`src/rtl/hwd_pkg.sv`:
```
package hwd_pkg;
    localparam int ADDR_W = 4;
    localparam int DATA_W = 16;

    localparam logic [ADDR_W-1:0] ADDR_KICK   = 4'h1;
    localparam logic [ADDR_W-1:0] ADDR_STATUS = 4'h3;
    localparam logic [ADDR_W-1:0] ADDR_CFG    = 4'h9;

    localparam int CFG_EN_BIT   = 3;
    localparam int CFG_SEL_LSB  = 5;
    localparam int STAT_WDF_BIT = 9;

    typedef struct packed {
        logic       en;
        logic [1:0] sel;
    } cfg_t;

    function automatic longint unsigned us_to_cycles(longint unsigned hz,
                                                     longint unsigned us);
        longint unsigned c;
        c = (hz * us) / 64'd1000000;
        if (c == 0) c = 1;
        return c;
    endfunction
endpackage

```
`src/rtl/hwd_regs.sv`:
```
module hwd_regs
    import hwd_pkg::*;
(
    input  logic              clk,
    input  logic              rst_n,
    input  logic              bus_valid,
    input  logic              bus_write,
    input  logic [ADDR_W-1:0] bus_addr,
    input  logic [DATA_W-1:0] bus_wdata,
    input  logic              expire,
    input  logic              fault,
    output cfg_t              cfg,
    output logic              kick,
    output logic [DATA_W-1:0] rdata
);
    typedef struct packed {
        cfg_t cfg;
    } st_t;

    st_t  cur_q, nxt_d;
    logic cfg_wr;

    always_comb begin
        nxt_d  = cur_q;
        cfg_wr = bus_valid && bus_write && (bus_addr == ADDR_CFG);
        kick   = bus_valid && !bus_write && (bus_addr == ADDR_KICK);
        if (cfg_wr) begin
            nxt_d.cfg.en  = bus_wdata[CFG_EN_BIT];
            nxt_d.cfg.sel = bus_wdata[CFG_SEL_LSB +: 2];
        end
        // an expiry always drops the enable, even against a same-cycle write
        if (expire) begin
            nxt_d.cfg.en = 1'b0;
        end
    end

    always_comb begin
        rdata = '0;
        unique case (bus_addr)
            ADDR_CFG: begin
                rdata[CFG_EN_BIT]         = cur_q.cfg.en;
                rdata[CFG_SEL_LSB +: 2]   = cur_q.cfg.sel;
            end
            ADDR_STATUS: rdata[STAT_WDF_BIT] = fault;
            default: rdata = '0;
        endcase
    end

    always_ff @(posedge clk or negedge rst_n) begin
        if (!rst_n) cur_q <= '0;
        else        cur_q <= nxt_d;
    end

    assign cfg = cur_q.cfg;
endmodule

```
`src/rtl/hwd_timer.sv`:
```
module hwd_timer #(
    parameter int unsigned LIM0 = 10,
    parameter int unsigned LIM1 = 20,
    parameter int unsigned LIM2 = 50,
    parameter int unsigned LIM3 = 100,
    localparam int unsigned LMAX01 = (LIM0 > LIM1) ? LIM0 : LIM1,
    localparam int unsigned LMAX23 = (LIM2 > LIM3) ? LIM2 : LIM3,
    localparam int unsigned LMAX   = (LMAX01 > LMAX23) ? LMAX01 : LMAX23,
    localparam int          CNT_W  = $clog2(LMAX + 1)
) (
    input  logic             clk,
    input  logic             rst_n,
    input  logic             en,
    input  logic [1:0]       sel,
    input  logic             kick,
    output logic             expire,
    output logic [CNT_W-1:0] count
);
    localparam int unsigned LIMS [4] = '{LIM0, LIM1, LIM2, LIM3};

    logic [CNT_W-1:0] top_val [4];

    for (genvar g = 0; g < 4; g++) begin : g_top
        assign top_val[g] = CNT_W'(LIMS[g] - 1);
    end

    typedef struct packed {
        logic [CNT_W-1:0] cnt;
    } st_t;

    st_t cur_q, nxt_d;

    always_comb begin
        nxt_d  = cur_q;
        expire = 1'b0;
        if (!en) begin
            nxt_d.cnt = '0;              // disabled: held at zero, so arming starts fresh
        end else if (kick) begin
            nxt_d.cnt = '0;              // restart wins over a same-cycle expiry
        end else if (cur_q.cnt >= top_val[sel]) begin
            expire    = 1'b1;
            nxt_d.cnt = '0;
        end else begin
            nxt_d.cnt = cur_q.cnt + 1'b1;
        end
    end

    always_ff @(posedge clk or negedge rst_n) begin
        if (!rst_n) cur_q <= '0;
        else        cur_q <= nxt_d;
    end

    assign count = cur_q.cnt;
endmodule

```
`src/rtl/hwd_fault.sv`:
```
module hwd_fault #(
    parameter  int unsigned PULSE_CYC = 56,
    localparam int          PCNT_W    = $clog2(PULSE_CYC + 1)
) (
    input  logic              clk,
    input  logic              rst_n,
    input  logic              expire,
    input  logic              clr_faults,
    input  logic              gate_reset,
    output logic              fault,
    output logic              pgood,
    output logic [PCNT_W-1:0] pulse_cnt
);
    typedef struct packed {
        logic              fault;
        logic [PCNT_W-1:0] pcnt;
    } st_t;

    st_t cur_q, nxt_d;

    always_comb begin
        nxt_d = cur_q;
        if (expire) begin
            nxt_d.fault = 1'b1;
        end else if (clr_faults || gate_reset) begin
            nxt_d.fault = 1'b0;
        end

        if (expire) begin
            nxt_d.pcnt = PCNT_W'(PULSE_CYC);
        end else if (cur_q.pcnt != '0) begin
            nxt_d.pcnt = cur_q.pcnt - 1'b1;
        end
    end

    always_ff @(posedge clk or negedge rst_n) begin
        if (!rst_n) cur_q <= '0;
        else        cur_q <= nxt_d;
    end

    assign fault     = cur_q.fault;
    assign pulse_cnt = cur_q.pcnt;
    assign pgood     = (cur_q.pcnt == '0);
endmodule

```
`src/rtl/host_watchdog.sv`:
```
module host_watchdog
    import hwd_pkg::*;
#(
    parameter longint unsigned CLK_HZ   = 250_000_000,
    parameter longint unsigned INTV0_US = 10_000,
    parameter longint unsigned INTV1_US = 20_000,
    parameter longint unsigned INTV2_US = 50_000,
    parameter longint unsigned INTV3_US = 100_000,
    parameter longint unsigned PULSE_US = 56
) (
    input  logic              clk,
    input  logic              rst_n,
    input  logic              bus_valid,
    input  logic              bus_write,
    input  logic [ADDR_W-1:0] bus_addr,
    input  logic [DATA_W-1:0] bus_wdata,
    output logic [DATA_W-1:0] bus_rdata,
    input  logic              clr_faults,
    input  logic              gate_reset,
    output logic              safe_state,
    output logic              fault_n,
    output logic              pgood
);
    localparam int unsigned LIM0      = int'(us_to_cycles(CLK_HZ, INTV0_US));
    localparam int unsigned LIM1      = int'(us_to_cycles(CLK_HZ, INTV1_US));
    localparam int unsigned LIM2      = int'(us_to_cycles(CLK_HZ, INTV2_US));
    localparam int unsigned LIM3      = int'(us_to_cycles(CLK_HZ, INTV3_US));
    localparam int unsigned PULSE_CYC = int'(us_to_cycles(CLK_HZ, PULSE_US));
    localparam int          PCNT_W    = $clog2(PULSE_CYC + 1);
    localparam int unsigned LMAX01    = (LIM0 > LIM1) ? LIM0 : LIM1;
    localparam int unsigned LMAX23    = (LIM2 > LIM3) ? LIM2 : LIM3;
    localparam int unsigned LMAX      = (LMAX01 > LMAX23) ? LMAX01 : LMAX23;
    localparam int          CNT_W     = $clog2(LMAX + 1);

    cfg_t              cfg;
    logic              kick;
    logic              expire;
    logic              fault;
    logic [CNT_W-1:0]  count;
    logic [PCNT_W-1:0] pulse_cnt;

    hwd_regs u_regs (
        .clk       (clk),
        .rst_n     (rst_n),
        .bus_valid (bus_valid),
        .bus_write (bus_write),
        .bus_addr  (bus_addr),
        .bus_wdata (bus_wdata),
        .expire    (expire),
        .fault     (fault),
        .cfg       (cfg),
        .kick      (kick),
        .rdata     (bus_rdata)
    );

    hwd_timer #(
        .LIM0 (LIM0),
        .LIM1 (LIM1),
        .LIM2 (LIM2),
        .LIM3 (LIM3)
    ) u_timer (
        .clk    (clk),
        .rst_n  (rst_n),
        .en     (cfg.en),
        .sel    (cfg.sel),
        .kick   (kick),
        .expire (expire),
        .count  (count)
    );

    hwd_fault #(
        .PULSE_CYC (PULSE_CYC)
    ) u_fault (
        .clk        (clk),
        .rst_n      (rst_n),
        .expire     (expire),
        .clr_faults (clr_faults),
        .gate_reset (gate_reset),
        .fault      (fault),
        .pgood      (pgood),
        .pulse_cnt  (pulse_cnt)
    );

    assign safe_state = fault;
    assign fault_n    = ~fault;
endmodule

```
`config.mk`:
```
export PLATFORM = sky130hd
export DESIGN_NAME = host_watchdog
export DESIGN_NICKNAME = d
export VERILOG_FILES = /design/src/rtl/hwd_pkg.sv /design/src/rtl/hwd_regs.sv /design/src/rtl/hwd_timer.sv /design/src/rtl/hwd_fault.sv /design/src/rtl/host_watchdog.sv
export SDC_FILE = /design/constraint.sdc
export NUM_CORES = 1
export LEC_CHECK = 0
export ABC_AREA = 1
export BUFFER_PORTS_ARGS = -buffer_cell sky130_fd_sc_hd__buf_2
export CAP_MARGIN = 20
export CORE_UTILIZATION = 50
export CTS_BUF_LIST = sky130_fd_sc_hd__clkbuf_16
export CTS_CLUSTER_DIAMETER = 120
export DETAILED_ROUTE_END_ITERATION = 8
export PLACE_DENSITY_LB_ADDON = 0.15
export SETUP_SLACK_MARGIN = 0.4
export SLEW_MARGIN = 5
export SYNTH_ARGS = -nofsm -noshare
export SYNTH_HDL_FRONTEND = slang
export SYNTH_SLANG_ARGS = --single-unit
```
`constraint.sdc`:
```
create_clock -name clk -period 3.05 [get_ports clk]
set_input_delay 0 -clock clk [delete_from_list [all_inputs] [get_ports clk]]
set_output_delay 0 -clock clk [all_outputs]
set_load 0.01 [all_outputs]
```
==> flow_summary_export.csv <==
group,metric,value,unit
status,status,"finished clean",
sta,slew_viol_final,0,
clock_network,clkSinkCount,43,
final_layout,final_util,58.2,%
synth,ys_ff_latch,43,
drt,num_vias,2677,
global_routing,grt_pass1_wl,11.2,mm
drt,dr.pass1.iters,4,
clock_network,cts_setup_buffers,0,
drt,viasPerCell,5.06,
sta,finalHoldViolCount,0,
power,pwr_density_cell,422,mW/mm2
placed_design,place_area,0.00328,mm2
worst_setup_path,cp-start-kind,"flop",
global_routing,grt_max_degree,44,
clock_network,clock_latency,290,ps
worst_setup_path,critPathRequiredTime,3210,ps
worst_setup_path,critPathKind,"reg -> reg",
synth,synth.area.top_cells,"dfrtp_1 34%, nand2_1 12%, ha_1 7.1%",
drt,drc,0,
worst_setup_path,critPathBufInv,2,
floorplan,initial_core_util,52.7,%
floorplan,die_w,81.5,um
worst_setup_path,cpPeakStageDelay,460,ps
clock_network,cts_root_buf,"clkbuf_16",
sta,period_needed,2450,ps
final_layout,antenna_cells,0,
drt,wl_met3,261,um
global_routing,track_usage,22.5,%
floorplan,die_area,0.00663,mm2
placed_design,place.gp.congestion,0.861,
placed_design,dp_hpwl,5.09,mm
worst_setup_path,cp.depth,11,
synth,synth_area,0.00316,mm2
final_layout,fin_nets,497,
clock_network,h-tree-depth,2,
worst_setup_path,worstSetupEndpointType,"flop",
worst_setup_path,crit_slowest_cell,"dfrtp_1",
worst_setup_path,timing.critical_path.max_delay_family,"simple AND/OR/NAND/NOR gates",
synth,synth_common_cells,"102 x nand2_1, 60 x nor2_1, 54 x inv_1",
final_layout,layout-drive-gt1-share,12.6,%
worst_setup_path,reg2reg_depth,11,
worst_setup_path,path_max_fanout,19,
drt,top_layer,"met4",
synth,synthCells,425,
power,leakagePower,1.71,nW
sta,finalSetupTns,0,ps
sta,slew_headroom,34.1,%
power,ir_worst_vdd,252,uV
drt,ant_nets,0,
synth,yosysTopAreaCell,"dfrtp_1",
synth,async_flop_share,100,%
clock_network,clkTransAtPathRegs,60,ps
clock_network,cts_tree,"yes",
global_routing,antenna_found_initial,0,
sta,rsz0062_at_grt,"no",
global_routing,grt.overflow.total,0,
sta,tightest_slew,989,ps
drt,met2_length,3.09,mm
synth,synthFlopType,"dfrtp_1",
sta,post-route-period-util,80.4,%
global_routing,grt_pass1_vias,2420,
floorplan,core,0.00599,mm2
synth,ys_warn_count,0,
synth,synth-edff-count,0,
clock_network,cts_buffer_depth,2,
final_layout,syn_to_final_growth,10.4,%
synth,ys_seq_area_share,34.1,%
synth,avgSynthCellArea,7.43,um2
synth,yosysTopAreaCellShare,34.1,%
placed_design,port_buffers,19,
final_layout,design_area,0.00349,mm2
worst_setup_path,arrival,2620,ps
worst_hold_path,hold_path_class,"in -> reg",
sta,skew,4.08,ps
clock_network,numCtsBuffers,5,
synth,yosysMostFrequentCell,"nand2_1",
drt,wirelength,6.78,mm
sta,setup_viol,0,
worst_hold_path,holdPathStages,5,
floorplan,rows,28,
drt,drt_iter0_drc,213,
synth,yosysUniqueCellTypes,37,
drt,wl_per_cell,12.8,um
sta,fmax,408,MHz
flow_run,cap_violations,0,
worst_setup_path,cp_cell_sequence,"inv_2 > nand2_1 > ha_1 > nand2_1 > nor2_1 > nand2_1 > nor2_1 > nand4_2 > nand4_4 > buf_6 > nor2_1",
floorplan,io_pins,45,
drt,wl_met1,3.31,mm
floorplan,fp.dieH,81.5,um
[routing by layer]
layer | global-route usage [%] | vias up
met5 | 0 | -
met4 | 7.68 | 0
met3 | 4.11 | 10
met2 | 35.4 | 51
met1 | 30.9 | 1222
li1 | - | 1394
[registers in the layout (all words and copies together) (netlist names)]
signal,flops
u_regs.cfg,3
u_timer.count,25
u_fault.pulse_cnt,14
u_fault.fault,1
[stage by stage]
stage,total power [mW],worst slack [ps],hold slack [ps],std cells
after floorplan,0.863,981,-296,436
after global placement,0.923,507,212,516
after detailed placement,0.928,513,210,516
after CTS,1.48,493,60.1,529
after global routing,1.56,444,106,529
final,1.47,598,61.4,529
[final cells by class]
cell class                      instances  area (um2)
Fill cell                             583        2500
Multi-Input combinational cell        321        1790
Sequential cell                        43        1080
Inverter                               56         210
Timing Repair Buffer                   26         164
Clock buffer                            5         125
Tap cell                               75        93.8
Clock inverter                          3        23.8
[power breakdown]
part | switching [mW] | leakage (nW) | total [mW] | internal [mW]
Combinational | 0.195 | 1.11 | 0.291 | 0.0961
Clock | 0.239 | 0.0664 | 0.545 | 0.306
Sequential | 0.0387 | 0.533 | 0.635 | 0.596
Total | 0.472 | 1.71 | 1.47 | 0.999
[worst register-to-register path, delay by kind of cell (launching register included)]
family / cells / cell delay (ps)
adders and majority gates: 1 / 290
buffers and inverters: 2 / 490
and+or+nand+nor: 8 / 1110
DFF: 1 / 460
[timing repair]
item	in CTS	in global routing
gates resized for setup	0	1
hold buffers	5	0
endpoints found under the hold margin	46	0
endpoints found under the setup margin	0	9
[layout by cell type, fill, tap and decap left out, types with 3 or more instances in the layout]
cell / instances
nand2_1: 102
a21oi_1: 14
o21ai_0: 9
clkbuf_16: 5
nor3_1: 11
xnor2_1: 4
dfrtp_1: 43
nor2_1: 60
buf_2: 19
o21a_1: 3
nand3b_1: 3
xor2_1: 18
dlygate4sd3_1: 5
nand4_1: 11
conb_1: 12
nand3_1: 24
inv_1: 54
nor2_4: 10
ha_1: 18
[final timing paths]
kind	from	endpoint	slack (ps)
worst min-delay path	bus_wdata[3]	u_regs.cfg[2]	60
max in group asynchronous	rst_n	u_fault.fault	2020
worst min register to register	u_fault.fault	u_fault.fault	530
min in group asynchronous	rst_n	u_timer.count[2]	420
worst max-delay path	u_regs.cfg[0]	u_timer.count[6]	600
worst max register to register	u_regs.cfg[0]	u_timer.count[6]	600
[cell families (layout without fill, tap and decap cells)]
family	after synthesis	in the layout	synth area share, %
AO/OA/AOI/OAI	30	30	5.39
XOR/XNOR	22	22	6.10
adder cells (fa/ha/maj)	18	18	7.13
buffers and inverters	72	90	10.4
flip-flops	43	43	34.1
other	1	12	0.119
AND/OR/NAND/NOR	239	239	36.7
Note: power is estimated with default switching activity, not from simulation.
